## src/rtl/dcache_pkg.sv

```systemverilog
package dcache_pkg;

    typedef enum logic [0:0] {
        FL_IDLE  = 1'b0,
        FL_SWEEP = 1'b1
    } flush_state_e;

    typedef logic [2:0] plru_t;

    // Victim named by a 3-bit tree: bit0 picks the pair, bit1/bit2 the member.
    function automatic logic [1:0] plru_victim(input plru_t t);
        return t[0] ? {1'b1, t[2]} : {1'b0, t[1]};
    endfunction

    // Point the tree away from the way just used.
    function automatic plru_t plru_touch(input plru_t t, input logic [1:0] w);
        plru_t n;
        n    = t;
        n[0] = ~w[1];
        if (w[1]) n[2] = ~w[0];
        else      n[1] = ~w[0];
        return n;
    endfunction

endpackage

```

## src/rtl/dc_cfg_regs.sv

```systemverilog
module dc_cfg_regs (
    input  logic        clk,
    input  logic        rst_n,
    input  logic        wr,
    input  logic        sel,
    input  logic [31:0] wdata,
    output logic        ce,
    output logic        wt,
    output logic        cb,
    output logic [1:0]  lock_hi,
    output logic [1:0]  lock_lo,
    output logic        flush_req,
    output logic [31:0] rdata
);

    always_ff @(posedge clk) begin
        if (!rst_n) begin
            ce      <= 1'b0;
            wt      <= 1'b0;
            cb      <= 1'b0;
            lock_hi <= 2'b00;
            lock_lo <= 2'b00;
        end else if (wr) begin
            if (!sel) begin
                ce <= wdata[0];
                wt <= wdata[1];
                cb <= wdata[2];
            end else if (!ce) begin
                lock_hi <= wdata[9:8];
                lock_lo <= wdata[1:0];
            end
        end
    end

    assign flush_req = wr & ~sel & wdata[3];

    always_comb begin
        rdata = '0;
        if (!sel) rdata[2:0] = {cb, wt, ce};
    end


    lock_frozen_chk: assert property (@(posedge clk) disable iff (!rst_n)
        (wr && sel && ce) |=> ($stable(lock_hi) && $stable(lock_lo)));


    lock_read_zero_chk: assert property (@(posedge clk) disable iff (!rst_n)
        sel |-> (rdata == 32'd0));


    ctrl_load_chk: assert property (@(posedge clk) disable iff (!rst_n)
        (wr && !sel) |=> (ce == $past(wdata[0]) && cb == $past(wdata[2])));

endmodule

```

## src/rtl/dc_flush_fsm.sv

```systemverilog
module dc_flush_fsm #(
    parameter int NSETS = 16,
    parameter int SET_W = (NSETS > 1) ? $clog2(NSETS) : 1
) (
    input  logic             clk,
    input  logic             rst_n,
    input  logic             start,
    output logic             busy,
    output logic             clr_en,
    output logic [SET_W-1:0] clr_idx
);
    import dcache_pkg::*;

    localparam logic [SET_W-1:0] LAST = SET_W'(NSETS - 1);

    flush_state_e     st_q, st_d;
    logic [SET_W-1:0] idx_q;

    always_ff @(posedge clk) begin
        if (!rst_n) st_q <= FL_IDLE;
        else        st_q <= st_d;
    end

    always_ff @(posedge clk) begin
        if (!rst_n)                             idx_q <= '0;
        else if (st_q == FL_SWEEP && idx_q != LAST) idx_q <= idx_q + 1'b1;
        else                                    idx_q <= '0;
    end

    always_comb begin
        st_d = st_q;
        unique case (st_q)
            FL_IDLE:  if (start) st_d = FL_SWEEP;
            FL_SWEEP: if (idx_q == LAST) st_d = FL_IDLE;
            default:  st_d = FL_IDLE;
        endcase
    end

    always_comb begin
        busy    = (st_q == FL_SWEEP);
        clr_en  = busy;
        clr_idx = idx_q;
    end


    sweep_end_chk: assert property (@(posedge clk) disable iff (!rst_n)
        (busy && clr_idx == LAST) |=> !busy);


    sweep_start_chk: assert property (@(posedge clk) disable iff (!rst_n)
        (!busy && start) |=> (busy && clr_idx == '0));

endmodule

```

## src/rtl/dc_way_pick.sv

```systemverilog
module dc_way_pick (
    input  logic       dsp,
    input  logic       pref,
    input  logic [1:0] lock_hi,
    input  logic [1:0] lock_lo,
    input  logic [2:0] plru,
    output logic [1:0] way,
    output logic [1:0] lru_way
);
    import dcache_pkg::*;

    logic       pin3, pin2;
    logic [1:0] sib;

    function automatic logic is_pinned(input logic [1:0] w, input logic p3, input logic p2);
        return (w == 2'd3 && p3) || (w == 2'd2 && p2);
    endfunction

    always_comb begin
        pin3    = dsp && (lock_hi == 2'b11);
        pin2    = dsp && (lock_lo == 2'b11);
        lru_way = plru_victim(plru);
        sib     = lru_way ^ 2'b01;
        if (pref) begin
            if (pin3)      way = 2'd3;
            else if (pin2) way = 2'd2;
            else           way = lru_way;
        end else begin
            if (!is_pinned(lru_way, pin3, pin2)) way = lru_way;
            else if (!is_pinned(sib, pin3, pin2)) way = sib;
            else                                  way = {1'b0, plru[1]};
        end
    end

endmodule

```

## src/rtl/dc_set_store.sv

```systemverilog
module dc_set_store #(
    parameter int NSETS = 16,
    parameter int SET_W = (NSETS > 1) ? $clog2(NSETS) : 1
) (
    input  logic             clk,
    input  logic             rst_n,
    input  logic             clr_en,
    input  logic [SET_W-1:0] clr_idx,
    input  logic [SET_W-1:0] rd_set,
    input  logic             upd_en,
    input  logic [1:0]       upd_way,
    input  logic             upd_fill,
    input  logic             upd_dirty,
    output logic [2:0]       plru_rd,
    output logic [3:0]       valid_rd,
    output logic [3:0]       dirty_rd
);
    import dcache_pkg::*;

    logic [3:0] v_q [NSETS];
    logic [3:0] d_q [NSETS];
    plru_t      t_q [NSETS];

    always_ff @(posedge clk) begin
        if (!rst_n) begin
            for (int i = 0; i < NSETS; i++) begin
                v_q[i] <= '0;
                d_q[i] <= '0;
                t_q[i] <= '0;
            end
        end else if (clr_en) begin
            v_q[clr_idx] <= '0;
            d_q[clr_idx] <= '0;
            t_q[clr_idx] <= '0;
        end else if (upd_en) begin
            if (upd_fill) begin
                v_q[rd_set][upd_way] <= 1'b1;
                d_q[rd_set][upd_way] <= upd_dirty;
            end else if (upd_dirty) begin
                d_q[rd_set][upd_way] <= 1'b1;
            end
            t_q[rd_set] <= plru_touch(t_q[rd_set], upd_way);
        end
    end

    assign plru_rd  = t_q[rd_set];
    assign valid_rd = v_q[rd_set];
    assign dirty_rd = d_q[rd_set];

    logic             clr_en_d;
    logic [SET_W-1:0] clr_idx_d;
    always_ff @(posedge clk) begin
        if (!rst_n) begin
            clr_en_d  <= 1'b0;
            clr_idx_d <= '0;
        end else begin
            clr_en_d  <= clr_en;
            clr_idx_d <= clr_idx;
        end
    end


    set_cleared_chk: assert property (@(posedge clk) disable iff (!rst_n)
        clr_en_d |-> (v_q[clr_idx_d] == 4'd0 && d_q[clr_idx_d] == 4'd0 && t_q[clr_idx_d] == 3'd0));

endmodule

```

## src/rtl/dcache_ctl.sv

```systemverilog
module dcache_ctl #(
    parameter int NSETS = 16,
    parameter int SET_W = (NSETS > 1) ? $clog2(NSETS) : 1
) (
    input  logic             clk,
    input  logic             rst_n,
    input  logic             reg_wr,
    input  logic             reg_sel,
    input  logic [31:0]      reg_wdata,
    output logic [31:0]      reg_rdata,
    input  logic [31:0]      cpu_status,
    input  logic             lk_valid,
    input  logic [SET_W-1:0] lk_set,
    input  logic             lk_hit,
    input  logic [1:0]       lk_way,
    input  logic             lk_pref,
    input  logic             lk_write,
    input  logic             lk_p1,
    output logic             busy,
    output logic             fill_valid,
    output logic [1:0]       fill_way,
    output logic             fill_evict_valid,
    output logic             fill_evict_dirty,
    output logic             cache_en,
    output logic             wt_mode,
    output logic             cb_mode
);
    localparam int DSP_BIT = 12;

    logic [1:0]       lock_hi, lock_lo, lru_way;
    logic             flush_req, clr_en;
    logic [SET_W-1:0] clr_idx;
    logic [2:0]       plru_rd;
    logic [3:0]       valid_rd, dirty_rd;
    logic             dsp, act, upd_en, wback, upd_dirty;
    logic [1:0]       upd_way;

    dc_cfg_regs u_cfg (
        .clk(clk), .rst_n(rst_n), .wr(reg_wr), .sel(reg_sel), .wdata(reg_wdata),
        .ce(cache_en), .wt(wt_mode), .cb(cb_mode), .lock_hi(lock_hi), .lock_lo(lock_lo),
        .flush_req(flush_req), .rdata(reg_rdata)
    );

    dc_flush_fsm #(.NSETS(NSETS), .SET_W(SET_W)) u_fsm (
        .clk(clk), .rst_n(rst_n), .start(flush_req), .busy(busy),
        .clr_en(clr_en), .clr_idx(clr_idx)
    );

    dc_way_pick u_pick (
        .dsp(dsp), .pref(lk_pref), .lock_hi(lock_hi), .lock_lo(lock_lo),
        .plru(plru_rd), .way(fill_way), .lru_way(lru_way)
    );

    dc_set_store #(.NSETS(NSETS), .SET_W(SET_W)) u_store (
        .clk(clk), .rst_n(rst_n), .clr_en(clr_en), .clr_idx(clr_idx),
        .rd_set(lk_set), .upd_en(upd_en), .upd_way(upd_way), .upd_fill(!lk_hit),
        .upd_dirty(upd_dirty), .plru_rd(plru_rd), .valid_rd(valid_rd), .dirty_rd(dirty_rd)
    );

    always_comb begin
        dsp              = cpu_status[DSP_BIT];
        act              = lk_valid && cache_en && !busy;
        fill_valid       = act && !lk_hit;
        upd_en           = act && !(lk_pref && lk_hit);
        upd_way          = lk_hit ? lk_way : fill_way;
        wback            = lk_p1 ? cb_mode : !wt_mode;
        upd_dirty        = lk_write && !lk_pref && wback;
        fill_evict_valid = fill_valid && valid_rd[fill_way];
        fill_evict_dirty = fill_valid && dirty_rd[fill_way];
    end


    busy_stall_chk: assert property (@(posedge clk) disable iff (!rst_n)
        busy |-> !fill_valid);


    pref_hit_quiet_chk: assert property (@(posedge clk) disable iff (!rst_n)
        (lk_valid && lk_pref && lk_hit) |-> !fill_valid);


    disabled_quiet_chk: assert property (@(posedge clk) disable iff (!rst_n)
        !cache_en |-> !fill_valid);


    plain_lru_chk: assert property (@(posedge clk) disable iff (!rst_n)
        (fill_valid && !cpu_status[DSP_BIT]) |-> (fill_way == lru_way));


    way3_pin_chk: assert property (@(posedge clk) disable iff (!rst_n)
        (fill_valid && lk_pref && cpu_status[DSP_BIT] && lock_hi == 2'b11) |-> (fill_way == 2'd3));

endmodule

```

## config.mk

```make
export PLATFORM = sky130hd
export DESIGN_NAME = dcache_ctl
export DESIGN_NICKNAME = d
export VERILOG_FILES = /design/src/rtl/dcache_pkg.sv /design/src/rtl/dc_cfg_regs.sv /design/src/rtl/dc_flush_fsm.sv /design/src/rtl/dc_way_pick.sv /design/src/rtl/dc_set_store.sv /design/src/rtl/dcache_ctl.sv
export SDC_FILE = /design/constraint.sdc
export NUM_CORES = 1
export LEC_CHECK = 0
export BUFFER_PORTS_ARGS = -buffer_cell sky130_fd_sc_hd__buf_2
export CAP_MARGIN = 0
export CORE_MARGIN = 1.5
export CORE_UTILIZATION = 35
export CTS_CLUSTER_SIZE = 10
export DETAILED_ROUTE_END_ITERATION = 7
export GPL_TIMING_DRIVEN = 0
export PLACE_DENSITY = 0.64
export REMOVE_ABC_BUFFERS = 1
export SLEW_MARGIN = 25
export SYNTH_ARGS = -nofsm -noshare
export SYNTH_HDL_FRONTEND = slang
export SYNTH_SLANG_ARGS = --single-unit
```

## constraint.sdc

```tcl
create_clock -name clk -period 2.65 [get_ports clk]
set_input_delay 0.3975 -clock clk [delete_from_list [all_inputs] [get_ports clk]]
set_output_delay 0.3975 -clock clk [all_outputs]
set_load 0.02 [all_outputs]
```

Word-level counts from Yosys, hierarchy flattened:

Memory sizes are Yosys's and may differ from the RTL's.
Cells that the tools add are included.

* add/sub/neg operators: 1
* order comparisons: 3
* equality and inequality tests: 8
* muxes and demuxes: 67
* bitwise operators: 12
* reductions and logical operators: 33

Operators with widths (number)
* two-way mux 4 bit: 14
* two-way mux 1 bit: 39
* logical AND 1 bit: 17
* OR reduction 4 bit: 4
* two-way mux 2 bit: 7
* == test 2 bit (second input constant): 6
* two-way mux 3 bit: 3
* < comparator 2 x 3 -> 1 bit (second input constant): 2
* NOT 1 bit: 6
* OR reduction 3 bit: 2
* logical NOT 1 bit: 5
* adder 4 x 1 -> 4 bit (second input constant): 1
* binary-select mux 1 bit (select 2 bit): 2
* == test 4 bit (second input constant): 1
* != test 4 bit (second input constant): 1
* OR 1 bit: 4
* AND reduction 2 bit: 2
* AND reduction 3 bit: 1
* bitwise AND 1 bit: 2
* demux 1 bit (select 2 bit): 1
* >= comparator 2 x 1 -> 1 bit (second input constant): 1
* logical OR 1 bit: 2
* one-hot mux 1 bit (2 select lines): 1

* register bits after elaboration: 12
* RAM bits: 176
* bits of input ports: 79
* output and inout port bits: 41
* memories kept: 3

Memories
* u_store.d_q: words 16, bits a word 4, read ports 1, clocked after memory_dff 0, write ports 16, RTL line dc_set_store.sv:21 `logic [3:0] d_q [NSETS];`
* u_store.v_q: words 16, bits a word 4, read ports 1, clocked after memory_dff 0, write ports 16, RTL line dc_set_store.sv:20 `logic [3:0] v_q [NSETS];`
* u_store.t_q: words 16, bits a word 3, read ports 1, clocked after memory_dff 0, write ports 16, RTL line dc_set_store.sv:22 `plru_t t_q [NSETS];`

Longest topological paths before layout:

Gate-level depths: netlist (run 1).
An unclocked memory read counts as a cell.

* depth after elaboration: 18
* gate-level depth with buffers: 13

Hierarchy:

A second synthesis (run 1) with hierarchy kept.

* cell total of the unflattened synthesis: 921
* area total of the unflattened synthesis: 10471.3 um2

Modules (own cells, without submodules)
* dc_set_store: instances 1, cells an instance 811, area each 9512.9 um2
* dc_cfg_regs: instances 1, cells an instance 62, area each 520.5 um2
* dc_flush_fsm: instances 1, cells an instance 19, area each 190.2 um2
* dcache_ctl: instances 1, cells an instance 14, area each 136.4 um2
* dc_way_pick: instances 1, cells an instance 15, area each 111.4 um2

Least setup slack after synthesis (run 1):

Ideal clock, no wire load.

* path type: input to output
* start: input lk_set[1]
* end: output fill_evict_dirty
* arrival time: 2.783 ns
* required time: 2.253 ns
* slack: -0.530 ns
* stages: 11
* buffers on the path: 3
* path through: buf_2 and2_1 clkbuf_1 a22oi_2 a21boi_0 or4b_1 o211a_4 inv_4 buf_6 a211oi_1 a211oi_1

* longest elaborated chain between the ends: 12

RTL lines
* from (decl): RTL line dcache_ctl.sv:13 `input logic [SET_W-1:0] lk_set,`
* memory read (16 x 3 bit) (*)
* two-way mux 2 bit: RTL line dcache_pkg.sv:12 `return t[0] ? {1'b1, t[2]} : {1'b0, t[1]};`
* NOT 1 bit (no source line)
* == test 2 bit: RTL line dc_way_pick.sv:16 `return (w == 2'd3 && p3) || (w == 2'd2 && p2);`
* logical AND 1 bit: RTL line dc_way_pick.sv:16
* logical OR 1 bit: RTL line dc_way_pick.sv:16
* two-way mux 2 bit: RTL line dc_way_pick.sv:30 `else if (!is_pinned(sib, pin3, pin2)) way = sib;`
* two-way mux 2 bit: RTL line dc_way_pick.sv:29 `if (!is_pinned(lru_way, pin3, pin2)) way = lru_way;`
* two-way mux 2 bit (*): RTL line dc_way_pick.sv:24 `if (pref) begin`
* via fill_way[0]: RTL line dcache_ctl.sv:21 `output logic [1:0] fill_way,`
* binary-select mux 1 bit (select 2 bit) (*): RTL line dcache_ctl.sv:69 `fill_evict_dirty = fill_valid && dirty_rd[fill_way];`
* two-way mux 1 bit (not written as such) (*): RTL line dcache_ctl.sv:69
* logical AND 1 bit (*): RTL line dcache_ctl.sv:69
* to (decl): RTL line dcache_ctl.sv:23 `output logic fill_evict_dirty,`

Mark *: on every way through the listed nets, which the timed path passes. The rest lies on a longest branch. The select of a mux whose other input is x is not followed.

==> qor.yml, run 1 <==
global_route:
  grt-ovfl-total: 0
  grt_antenna_before_repair: 0
  grt_use_total: 0.1998
  grt_max_degree: 42
  grt_pass1_vias: 7822
  grt_pass1_wl_mm: 45.95
synthesis:
  seq_area_frac_synth: 0.5324
  ys_types: 58
  syn_inst: 951
  synth_seq_cells: 188
  synth-edff-count: 176
  yosysWarnings: 0
  async_reset_ff_frac: 0
  synth.largest_area_cell: "edfxtp_1"
  syn_area_per_cell_um2: 10.91
  yosysMostFrequentCell: "nor2_1"
  netlist_area_um2: 10380
  synth-main-ff-cell: "edfxtp_1"
  ys_top_cells_by_count: "204 x nor2_1, 176 x edfxtp_1, 58 x nor3_1, 54 x nand2_1, 46 x mux4_2"
  synth_top_area_frac: 0.5093
  synth_area_leaders: "edfxtp_1 51%, mux4_2 10%, nor2_1 7.4%"
setup_path:
  crit_chain: "mux2i_2 > a22oi_2 > a21boi_1 > or4b_1 > o211a_4 > inv_8 > buf_4 > buf_6 > buf_6 > a21oi_4 > nor2b_4 > buf_6 > buf_16 > a21oi_2"
  critPathTopFamily: "compound AO/OA/AOI/OAI gates"
  critPathLaunchType: "register"
  required_ns: 2.81
  cp_slowest_stage_delay_ns: 0.50
  critPathKind: "register to register"
  path_common_cell: "buf_6"
  crit_buf_inv: 6
  cpMaxStageDelayCell: "or4b_1"
  worst_ep_arrival_time_ns: 3.22
  worstPathMaxFanout: 6
  endpoint_kind: "register"
floorplanning:
  die_y_um: 175.2
  start_util: 0.3586
  core_um2: 28940
  fp.dieW_um: 175.2
  dieArea_um2: 30690
  io-pin-count: 120
  rows: 62
detailed_routing:
  wire_per_inst_um: 24.59
  dr.first_iter.drc_count: 1162
  viasPerCell: 6.030
  drtPass1Iterations: 5
  drcViolationCount: 0
  drt_wl_total_mm: 35.02
  vias: 8587
  ant_nets: 0
finish:
  post-route-util: 0.4789
  layout.cells.non_filler: 1424
  regArea_um2: 5528
  final_area_um2: 13860
  diodes: 0
  final_nets: 1107
  final_layout_size_suffix_gt1_frac: 0.4173
  multi_input_area_um2: 5654
  syn_to_final_growth_pct: 33.53
  filler_cell_count: 2363
hold_path:
  hold_path_class: "input pin to register"
place:
  post-dp-hpwl_mm: 17.85
  gp_congestion: 0.8444
  placed_area_um2: 10710
  port_buffers: 33
  dp_cells: 1296
timing:
  finClkSkew_ns: 0.01864
  rsz0062_at_grt: "yes"
  fin_crit_sh: 1.155
  setup_viol: 237
  timing.final.ws_setup_ns: -0.4118
  min_period_ns: 3.062
  tightest_slew_ns: 1.118
  slew_headroom: 0.2532
  drv_slew: 0
  hold_viol: 0
  fmax_ghz: 0.3266
pwr:
  p_switching_w: 0.002022
  internal-power_w: 0.005293
  p_comb_frac: 0.170
  clkPwrFrac: 0.367
  power.density_nw_per_um2: 527.9
  ir_drop_mv: 0.4236
  swShare: 0.2764
  leakage_nw: 4.771
  power_frac_seq: 0.463
clock_network:
  clock-sinks: 188
  h-tree-depth: 4
  clockRootBuffer: "clkbuf_16"
  ctsHoldBuffers: 0
  clock_latency_ns: 0.45
  clk_path_buf_depth: 2
  cts_tree: "done"
  numCtsBuffers: 17
  clk_pin_slew_worst_paths_ns: 0.08
status:
  status: "finished, violations left"
  violations: "negative setup slack"
run:
  max_cap_violations: 0
registers in the layout, indices dropped and copies added, names as in the netlist:
name           flops
u_cfg.cb           1
u_cfg.ce           1
u_cfg.lock_hi      2
u_cfg.lock_lo      2
u_cfg.wt           1
u_fsm.busy         1
u_fsm.clr_idx      4
u_store.d_q       64
u_store.t_q       48
u_store.v_q       64
repair_timing:
item	4_1_cts	5_1_grt
pin swaps	32	20
gates cloned	7	8
gates resized for setup	174	185
setup endpoints to repair	308	240
buffers inserted	40	47
area by class of cell:
class / instances / area share
clock buffers: 17 / 0.03070
clock inverters: 15 / 0.01282
repair buffers: 129 / 0.1109
flip-flops and latches: 188 / 0.3989
multi-input cells: 680 / 0.4080
well taps: 384 / 0.03467
inverters: 11 / 0.003973
worst register-to-register path: cells and delay by family (launching register included):
| kind | cells | cell delay (ns) |
|---|---|---|
| flops | 1 | 0.36 |
| simple gates | 2 | 0.68 |
| compound gates | 5 | 0.90 |
| mux | 1 | 0.10 |
| buf+inv | 6 | 0.74 |
metal layers:
layer,GRT usage,part of all wire
met4,0.07194,0.048
met2,0.3304,0.48
met3,0.03982,0.10
met1,0.2604,0.37
met5,0,0
placed cells by master (no fill, tap or decap), types with 24 or more instances in the layout:
master      n
buf_4      43
nor2_1    165
nor2_2     28
buf_2      25
o21ai_2    25
nor3_1     36
conb_1     29
nand2_1    48
mux4_2     46
edfxtp_1  176
a21oi_2    24
cells by family after synthesis:
logic type,after synthesis,share of synthesized area
AOI/OAI and AO/OA,146,0.09079
and+or+nand+nor,421,0.1842
DFF,188,0.5324
muxes,76,0.1301
xor gates and xnor gates,2,0.001688
adders and majority gates,1,0.001205
buffers and inverters,116,0.05920
other,1,0.0003614
power by group through the flow:
stage               clock (W)  combinational, W  sequential (W)
floorplan                   0          0.000462         0.00343
CTS                   0.00266          0.000990         0.00338
global placement            0          0.000724         0.00344
detailed placement          0          0.000749         0.00345
finish                0.00268           0.00125         0.00339
global route          0.00278           0.00129         0.00340
path summary, 6_finish.rpt:
kind / startpoint / end / slack, ns / depth (start not counted)
min: reg_wdata[8] / u_cfg.lock_hi[0] / 0.22 / 3
max: u_store.t_q[13][0] / u_store.d_q[4][3] / -0.41 / 14
min reg2reg: u_cfg.lock_lo[0] / u_cfg.lock_lo[0] / 0.55 / 2
max reg2reg: u_store.t_q[13][0] / u_store.d_q[4][3] / -0.41 / 14
per-stage QoR:
| step | total power (W) | setup WS, ns | hold WS [ns] | TNS, ns |
|---|---|---|---|---|
| 2_1_floorplan | 0.003895 | -1.466 | 0.5078 | -306.78 |
| 3_3_place_gp | 0.004167 | -5.118 | 0.5334 | -1467.21 |
| 3_5_place_dp | 0.004197 | -2.016 | 0.5415 | -451.89 |
| 4_1_cts | 0.007031 | -0.3954 | 0.2130 | -21.49 |
| 5_1_grt | 0.007460 | -0.4829 | 0.2369 | -44.51 |
| 6_report | 0.007316 | -0.4118 | 0.2190 | -34.24 |
Power figures use the tool's default switching activity.
==> inputs of run 2 (changes only) <==
--- a/constraint.sdc
+++ b/constraint.sdc
@@ -3,2 +3,2 @@
 set_output_delay 0.3975 -clock clk [all_outputs]
-set_load 0.02 [all_outputs]
+set_load 0.01 [all_outputs]
==> run 2 against run 1 <==
  * The run still ends with negative setup slack left
  * Sequential share of layout area grew 1.1 points
  * Global-route usage shrank 0.42 points
  * Clock power is essentially flat
  * Critical endpoint is now fill_way[0]
==> qor.yml, run 2 (synthesis results as in run 1) <==
clock_network:
  h-tree-depth: 4
  clock_latency_ns: 0.45
  clk_pin_slew_worst_paths_ns: 0.07
  clock-sinks: 188
  cts_tree: "done"
  clk_path_buf_depth: 2
  numCtsBuffers: 17
  clockRootBuffer: "clkbuf_16"
finish:
  syn_to_final_growth_pct: 30.03
  diodes: 0
  most-common-layout-cells: "176 x edfxtp_1, 173 x nor2_1, 48 x nand2_1"
  top_regs: "u_store.d_q (64), u_store.v_q (64), u_store.t_q (48)"
  post-route-util: 0.4664
  final_nets: 1104
  final_area_um2: 13490
  final_layout_size_suffix_gt1_frac: 0.3944
  layout_commonest_cell: "edfxtp_1"
  layout.cells.non_filler: 1421
detailed_routing:
  wire_per_inst_um: 23.64
  drt_wl_total_mm: 33.59
  drcViolationCount: 0
  vias: 8470
  dr.first_iter.drc_count: 1082
  ant_nets: 0
  drtPass1Iterations: 6
  viasPerCell: 5.961
setup_path:
  required_ns: 2.25
  endpoint_kind: "output pin"
  critPathLaunch: "u_store.t_q[13][0]"
  timing.rr.start: "u_store.t_q[13][0]"
  worst_ep_arrival_time_ns: 2.70
  worstPathMaxFanout: 3
  critPathLaunchType: "register"
  reg2reg_depth: 13
  r2r_setup_slack_ns: -0.43
  worstSetupEndpoint: "fill_way[0]"
  critPathKind: "register to output pin"
  reg2reg_to: "u_store.d_q[11][3]"
floorplanning:
  start_util: 0.3586
  fp.dieW_um: 175.2
  dieArea_um2: 30690
  io-pin-count: 120
  core_um2: 28940
  rows: 62
  die_y_um: 175.2
global_route:
  grt_antenna_before_repair: 1
  grt_use_total: 0.1956
  use_met2: 0.3191
  gr-usage-met1: 0.2568
  busiest_layer: "met2"
  grt_use_met3: 0.03895
  grt_pass1_wl_mm: 44.99
  grt_max_degree: 42
  grt-ovfl-total: 0
  grt_pass1_vias: 7672
place:
  port_buffers: 33
  gp_congestion: 0.8444
  placed_area_um2: 10710
  dp_cells: 1296
  post-dp-hpwl_mm: 17.85
status:
  violations: "negative setup slack"
  status: "finished, violations left"
timing:
  finClkSkew_ns: 0.01380
  min_period_ns: 3.095
  fmax_ghz: 0.3231
  fin_crit_sh: 1.168
  timing.final.ws_setup_ns: -0.4453
  slew_headroom: 0.3056
  rsz0062_at_grt: "yes"
  hold_viol: 0
  drv_slew: 0
  setup_viol: 241
  tightest_slew_ns: 1.038
  hold_slack_ns: 0.2234
pwr:
  leakage_nw: 4.643
  ir_drop_mv: 0.4345
  power.density_nw_per_um2: 537.6
  total_power_w: 0.007254
hold_path:
  whs_path_depth: 3
  hold_path_class: "input pin to register"
  hp-start: "reg_wdata[8]"
run:
  max_cap_violations: 0
## run 2: cell count changes in the layout (fill, tap and decap cells not counted), sizes merged
cell    before  now
buf        121  120
nand2       57   56
inv         17   18
a31oi       20   19
clkbuf      22   21
## run 2: layer usage
metal	routed length, µm	vias to the layer above
li1	-	3560
met1	12590	4229
met2	16320	564
met3	3256	115
met4	1418	2
met5	10	-
## run 2: area by class of cell
type,count,area [µm²]
Sequential cell,188,5528
Timing Repair Buffer,127,1456
Inverter,11,55.05
Tap cell,384,480.5
Multi-Input combinational cell,678,5360
Fill cell,2451,15440
Clock inverter,15,177.7
Clock buffer,17,425.4
Timing Repair inverter,1,11.26
## run 2: power breakdown
group | switching [W] | internal, W
combinational | 0.000681 | 0.000518
sequential | 0.0000425 | 0.00334
clock | 0.00125 | 0.00142
## run 2: worst min path at each step
stage                                   to  slack [ns]
after floorplan           u_cfg.lock_lo[0]        0.51
after global placement    u_cfg.lock_lo[0]        0.53
final                     u_cfg.lock_hi[0]        0.22
after detailed placement  u_cfg.lock_lo[0]        0.54
after global routing            u_fsm.busy        0.24
after CTS                       u_fsm.busy        0.21
## run 2: stage by stage
stage / TNS [ns] / setup WS, ns
2_1_floorplan: -288.13 / -1.413
3_3_place_gp: -1467.09 / -5.118
3_5_place_dp: -451.77 / -2.016
4_1_cts: -18.90 / -0.3778
5_1_grt: -45.34 / -0.4722
6_report: -39.24 / -0.4453
## run 2: timing repair
action / 4_1_cts / 5_1_grt
hold endpoints to repair: 0 / 0
setup buffers: 39 / 43
endpoints found under the setup margin: 308 / 271
pin swaps: 27 / 12
resized for setup: 139 / 157
hold buffers: 0 / 0
gates cloned: 6 / 7
## run 2: worst max-delay path, cell delays in order (launching register included)
cell      delay, ns
edfxtp_1       0.36
mux2i_2        0.10
a22oi_2        0.28
a21boi_1       0.13
or4b_1         0.50
o211a_4        0.31
buf_4          0.16
buf_12         0.12
inv_8          0.06
buf_4          0.10
buf_4          0.11
